## src/rtl/isr_pkg.sv

```systemverilog
// Package: shared constants for the UART interrupt status unit.
// Assumes: fourteen sources; bit positions are fixed by the status layout.
package isr_pkg;
    localparam int unsigned ISR_NUM_SRC = 14;

    // Source bit positions.
    localparam int unsigned SRC_TX_HOLD_EMPTY = 0;
    localparam int unsigned SRC_RX_HOLD_FULL  = 1;
    localparam int unsigned SRC_TXF_LOW       = 2;
    localparam int unsigned SRC_TXF_EMPTY     = 3;
    localparam int unsigned SRC_RXF_HIGH      = 4;
    localparam int unsigned SRC_RXF_FULL      = 5;
    localparam int unsigned SRC_TX_UNDERRUN   = 6;
    localparam int unsigned SRC_RX_OVERRUN    = 7;
    localparam int unsigned SRC_PARITY_ERR    = 8;
    localparam int unsigned SRC_FRAME_ERR     = 9;
    localparam int unsigned SRC_CTS_CHANGE    = 10;
    localparam int unsigned SRC_RX_TIMEOUT    = 11;
    localparam int unsigned SRC_BREAK_DONE    = 12;
    localparam int unsigned SRC_BUS_ERR       = 13;

    // Sources driven by level conditions (the FIFO and holding-register levels).
    localparam logic [ISR_NUM_SRC-1:0] ISR_LEVEL_MASK =
        ISR_NUM_SRC'((1 << (SRC_RXF_FULL + 1)) - 1);

    // Register select encoding.
    localparam logic SEL_ENABLE = 1'b0;
    localparam logic SEL_STATUS = 1'b1;
endpackage

```

## src/rtl/isr_level_rise.sv

```systemverilog
// Module: rising-edge detector for the level-type sources.
// Assumes: LVL_MASK marks which bits are level-type; other bits yield 0.
module isr_level_rise #(
    parameter int unsigned          NUM_SRC  = 14,
    parameter logic [NUM_SRC-1:0]   LVL_MASK = 14'h003F
) (
    input  logic               clk,
    input  logic               rst_n,
    input  logic [NUM_SRC-1:0] lvl_i,
    output logic [NUM_SRC-1:0] rise_o
);
    logic unused_lvl;

    // Sink the inputs of non-level bits.
    assign unused_lvl = ^(lvl_i & ~LVL_MASK);

    for (genvar i = 0; i < NUM_SRC; i++) begin : g_bit
        if (LVL_MASK[i]) begin : g_level
            logic prev_q;

            // Remember the condition seen at the previous edge.
            always_ff @(posedge clk) begin
                if (!rst_n) prev_q <= 1'b0;
                else        prev_q <= lvl_i[i];
            end

            // Flag a low-to-high transition.
            assign rise_o[i] = lvl_i[i] & ~prev_q;
        end else begin : g_event
            assign rise_o[i] = 1'b0;
        end
    end
endmodule

```

## src/rtl/isr_status_reg.sv

```systemverilog
// Module: sticky status register with write-one-to-clear.
// Assumes: set_i has priority over clr_i on the same edge.
module isr_status_reg #(
    parameter int unsigned NUM_SRC = 14
) (
    input  logic               clk,
    input  logic               rst_n,
    input  logic [NUM_SRC-1:0] set_i,
    input  logic [NUM_SRC-1:0] clr_i,
    output logic [NUM_SRC-1:0] status_o
);
    for (genvar i = 0; i < NUM_SRC; i++) begin : g_bit
        // Per-bit sticky flag: reset, then set, then clear.
        always_ff @(posedge clk) begin
            if (!rst_n)        status_o[i] <= 1'b0;
            else if (set_i[i]) status_o[i] <= 1'b1;
            else if (clr_i[i]) status_o[i] <= 1'b0;
        end
    end
endmodule

```

## src/rtl/isr_enable_reg.sv

```systemverilog
// Module: enable mask register, loaded whole on a write.
// Assumes: wr_i is a single-cycle qualified write strobe.
module isr_enable_reg #(
    parameter int unsigned NUM_SRC = 14
) (
    input  logic               clk,
    input  logic               rst_n,
    input  logic               wr_i,
    input  logic [NUM_SRC-1:0] wdata_i,
    output logic [NUM_SRC-1:0] enable_o
);
    // Hold the mask; replace it on a write.
    always_ff @(posedge clk) begin
        if (!rst_n)    enable_o <= '0;
        else if (wr_i) enable_o <= wdata_i;
    end
endmodule

```

## src/rtl/isr_irq_gen.sv

```systemverilog
// Module: combines status and enable into a single level interrupt.
// Assumes: both inputs come straight from registers.
module isr_irq_gen #(
    parameter int unsigned NUM_SRC = 14
) (
    input  logic [NUM_SRC-1:0] status_i,
    input  logic [NUM_SRC-1:0] enable_i,
    output logic               irq_o
);
    // Raise the line while any enabled source is pending.
    always_comb irq_o = |(status_i & enable_i);
endmodule

```

## src/rtl/isr_unit.sv

```systemverilog
// Module: top of the UART interrupt status and enable unit.
// Assumes: reg_wr is qualified by reg_sel; reads are combinational.
module isr_unit #(
    parameter int unsigned        NUM_SRC  = isr_pkg::ISR_NUM_SRC,
    parameter logic [NUM_SRC-1:0] LVL_MASK = isr_pkg::ISR_LEVEL_MASK
) (
    input  logic               clk,
    input  logic               rst_n,
    input  logic               reg_wr,
    input  logic               reg_sel,
    input  logic [NUM_SRC-1:0] reg_wdata,
    output logic [NUM_SRC-1:0] reg_rdata,
    input  logic [NUM_SRC-1:0] ev_pulse,
    input  logic [NUM_SRC-1:0] lvl_cond,
    output logic               irq
);
    logic [NUM_SRC-1:0] lvl_rise;
    logic [NUM_SRC-1:0] set_vec;
    logic [NUM_SRC-1:0] clr_vec;
    logic [NUM_SRC-1:0] status_q;
    logic [NUM_SRC-1:0] enable_q;
    logic               wr_status;
    logic               wr_enable;

    // Decode the register writes.
    assign wr_status = reg_wr & (reg_sel == isr_pkg::SEL_STATUS);
    assign wr_enable = reg_wr & (reg_sel == isr_pkg::SEL_ENABLE);

    // Merge strobes with level rises; form the clear mask.
    assign set_vec = ev_pulse | lvl_rise;
    assign clr_vec = wr_status ? reg_wdata : '0;

    isr_level_rise #(.NUM_SRC(NUM_SRC), .LVL_MASK(LVL_MASK)) u_rise (
        .clk(clk), .rst_n(rst_n), .lvl_i(lvl_cond), .rise_o(lvl_rise)
    );

    isr_status_reg #(.NUM_SRC(NUM_SRC)) u_status (
        .clk(clk), .rst_n(rst_n), .set_i(set_vec), .clr_i(clr_vec),
        .status_o(status_q)
    );

    isr_enable_reg #(.NUM_SRC(NUM_SRC)) u_enable (
        .clk(clk), .rst_n(rst_n), .wr_i(wr_enable), .wdata_i(reg_wdata),
        .enable_o(enable_q)
    );

    isr_irq_gen #(.NUM_SRC(NUM_SRC)) u_irq (
        .status_i(status_q), .enable_i(enable_q), .irq_o(irq)
    );

    // Select the register to read.
    always_comb reg_rdata = (reg_sel == isr_pkg::SEL_STATUS) ? status_q : enable_q;
endmodule

```

## config.mk

```make
export PLATFORM = sky130hd
export DESIGN_NAME = isr_unit
export DESIGN_NICKNAME = d
export VERILOG_FILES = /design/src/rtl/isr_pkg.sv /design/src/rtl/isr_level_rise.sv /design/src/rtl/isr_status_reg.sv /design/src/rtl/isr_enable_reg.sv /design/src/rtl/isr_irq_gen.sv /design/src/rtl/isr_unit.sv
export SDC_FILE = /design/constraint.sdc
export NUM_CORES = 1
export LEC_CHECK = 0
export ABC_AREA = 0
export CORE_UTILIZATION = 35
export CTS_CLUSTER_SIZE = 20
export DETAILED_ROUTE_END_ITERATION = 8
export GPL_ROUTABILITY_DRIVEN = 0
export PLACE_DENSITY_LB_ADDON = 0.12
export SETUP_SLACK_MARGIN = 0.02
export SLEW_MARGIN = 20
export SYNTH_ARGS = -nofsm -noshare
export SYNTH_HDL_FRONTEND = slang
export SYNTH_SLANG_ARGS = --single-unit
```

## constraint.sdc

```tcl
create_clock -name clk -period 1.7 [get_ports clk]
set_input_delay 0.51 -clock clk [delete_from_list [all_inputs] [get_ports clk]]
set_output_delay 0.51 -clock clk [all_outputs]
set_load 0.1 [all_outputs]
```

==> flow_summary.toml <==
[status]
status = "finished with violations"
violations = "setup timing"

[clock_network]
htreeDepth = 2
clockBufferDepth = 2
clkSlewWorstSetupHoldPaths_ns = 0.06
worstSkewPairLatency_ns = 0.28
cts_tree = "yes"
cts.sinks = 34
clockRootBuffer = "clkbuf_8"
numCtsBuffers = 5

[min_path]
worstHoldStart = "u_enable.enable_o[4]$_SDFFE_PN0P_"
hp-class = "register to register"
worstHoldEndpoint = "u_enable.enable_o[4]$_SDFFE_PN0P_"
whs_path_depth = 2

[floorplanning]
die_h_um = 67.44
rows = 23
io-pin-count = 61
dieWidth_um = 67.44
core_um2 = 4058
initial_core_util_pct = 36.94
die-area_um2 = 4548

[timing]
layout_setup_ws_ns = -0.2552
setup_viol_count_final = 15
rsz0062_at_grt = "true"
hold_viol = 0
relSlewSlack_pct = 83.82
tightest_slew_ns = 0.2426
drv_slew = 0
fin_crit_sh_pct = 115.0
whs_ns = 0.4807
fin_crit_ns = 1.955
clock.fmax_mhz = 511.5
finClkSkew_ns = 0.0009204

[drt]
antenna_left = 0
route.detailed.drc = 0
via_per_inst = 5.038
vias = 1330
wl_per_cell_um = 14.36
wl_mm = 3.792
drt_iter0_drc = 66
drt_first_pass_iters = 4

[synth]
synth_edf_count = 0
ys_types = 22
synth_top_area_cell = "dfxtp_1"
synth-main-ff-cell = "dfxtp_1"
yosys.area.top_type_share_pct = 45.41
synth_area_um2 = 1499
synth.cells.most_frequent = "34 x dfxtp_1, 28 x nand2_1, 24 x a21boi_0, 14 x mux2_2, 8 x o21a_1"
avgSynthCellArea_um2 = 9.993
ys_seq_area_share_pct = 45.41
synth-seq-cells = 34
synth_area_leaders = "dfxtp_1 45%, a21boi_0 12%, mux2_2 11%, nand2_1 7.0%, o21a_1 4.0%"
synthCells = 150
ys_warn_count = 0
yosysMostFrequentCell = "dfxtp_1"
synth_nets = 196
synthArstFlopShare_pct = 0

[placement]
place_ws_ns = -0.5658
post-dp-hpwl_mm = 2.768
io_buffers = 52

[setup_path]
timing.rr.start = "u_status.status_o[5]$_SDFFE_PN0P_"
endpoint_kind = "output port"
startpoint_type = "register"
rrSetupSlack_ns = 0.83
cp.required_ns = 1.19
crit_type = "register to output port"
path_max_fanout = 3
r2r-end = "u_status.status_o[5]$_SDFFE_PN0P_"
arrival_ns = 1.45
reg2reg_depth = 2

[job]
maxCapViolCount = 0

[global_route]
grt-busiest-layer = "met2"
grt.met2_usage_pct = 33.63
grt-ovfl-total = 0
grt_pass1_wl_mm = 6.361
grt_use_total_pct = 19.55
grt_pass1_vias = 1367
grt_use_met3_pct = 4.223
antenna_found_initial = 0
grt_max_degree = 35
met1_usage_pct = 22.77

[power_and_ir_drop]
vdd_drop_max_uv = 507.3
power_density_nw_per_um2 = 900.3
leakage_nw = 0.9935

[final_layout]
area_growth_pct = 66.69
drive_gt1_share_pct = 27.10
layout.nets = 259
num_antenna_cells = 0
## per-layer routing
| metal | up-vias | part of all wire, % |
|---|---|---|
| met3 | 4 | 6.4 |
| met5 | - | 0 |
| met2 | 47 | 51 |
| met4 | 0 | 0.98 |
| li1 | 654 | - |
| met1 | 625 | 42 |
## worst max-delay path by stage
stage	from	endpoint	slack, ns	cells after the start
finish	u_status.status_o[6]$_SDFFE_PN0P_	irq	-0.26	4
global route	u_status.status_o[6]$_SDFFE_PN0P_	irq	-0.32	4
CTS	u_enable.enable_o[3]$_SDFFE_PN0P_	irq	-0.28	4
detailed placement	reg_sel	reg_rdata[9]	-0.57	4
global placement	reg_sel	reg_rdata[13]	-0.51	4
floorplan	u_status.status_o[3]$_SDFFE_PN0P_	irq	-0.42	3
## where the power goes
part | total [mW] | internal (mW) | leakage (nW) | switching [mW]
clock network | 0.691 | 0.409 | 0.0575 | 0.282
registers | 0.881 | 0.845 | 0.282 | 0.0360
logic | 0.677 | 0.320 | 0.654 | 0.358
total | 2.25 | 1.57 | 0.994 | 0.676
## sequential cells by signal (all words and copies together) (netlist names)
register,cells
u_rise.g_bit.g_level.prev_q,6
u_status.status_o,14
u_enable.enable_o,14
## critical path, stage by stage (launching register included)
cell and delay, ns:
dfxtp_1 0.34, a22oi_2 0.22, and3_1 0.20, nand4_1 0.17, buf_12 0.22
## area by class of cell
type	count	area [um2]
clock buffers	8	110.1
multi-input cells	108	830.8
fillers	326	1559
repair buffers	64	813.3
flip-flops and latches	34	681.9
well taps	50	62.56
## stage by stage
stage | instances | TNS, ns | util [%] | instance area (um2) | power, mW
final | 264 | -0.8143 | 61.58 | 2499 | 2.250
after global routing | 264 | -0.9776 | 61.58 | 2499 | 2.344
after floorplan | 150 | -0.6665 | - | 1578 | 1.283
after detailed placement | 254 | -14.96 | 57.57 | 2336 | 1.564
after CTS | 264 | -0.8440 | 61.49 | 2495 | 2.274
after global placement | 254 | -12.98 | 57.57 | 2336 | 1.552
## cells in the final DEF (no fill, tap or decap), types with 2 or more instances in the layout
cell / n
mux2_4: 14
nand2_1: 28
nor2b_1: 6
o21a_1: 8
a22oi_1: 4
a21boi_2: 2
and2_1: 6
dfxtp_1: 33
o31a_1: 6
clkdlybuf4s50_1: 36
a21boi_0: 24
clkbuf_8: 8
buf_8: 4
buf_4: 7
buf_12: 17
a21boi_1: 2
## logic make-up (layout without fill, tap and decap cells)
family / Yosys count / after routing / share of synthesized area (%)
flops: 34 / 34 / 45.41
mux: 14 / 14 / 10.52
compound gates: 49 / 49 / 25.71
buf+inv: 8 / 72 / 3.422
simple gates: 45 / 45 / 14.94
## what timing repair did
action | 4_1_cts | 5_1_grt
endpoints found under the hold margin | 0 | 0
pin swaps | 2 | 0
endpoints found under the setup margin | 26 | 15
setup buffers | 1 | 0
resized for setup | 16 | 1
cloned | 1 | 0
hold buffers | 0 | 0
Note: power is estimated with default switching activity, not from simulation.
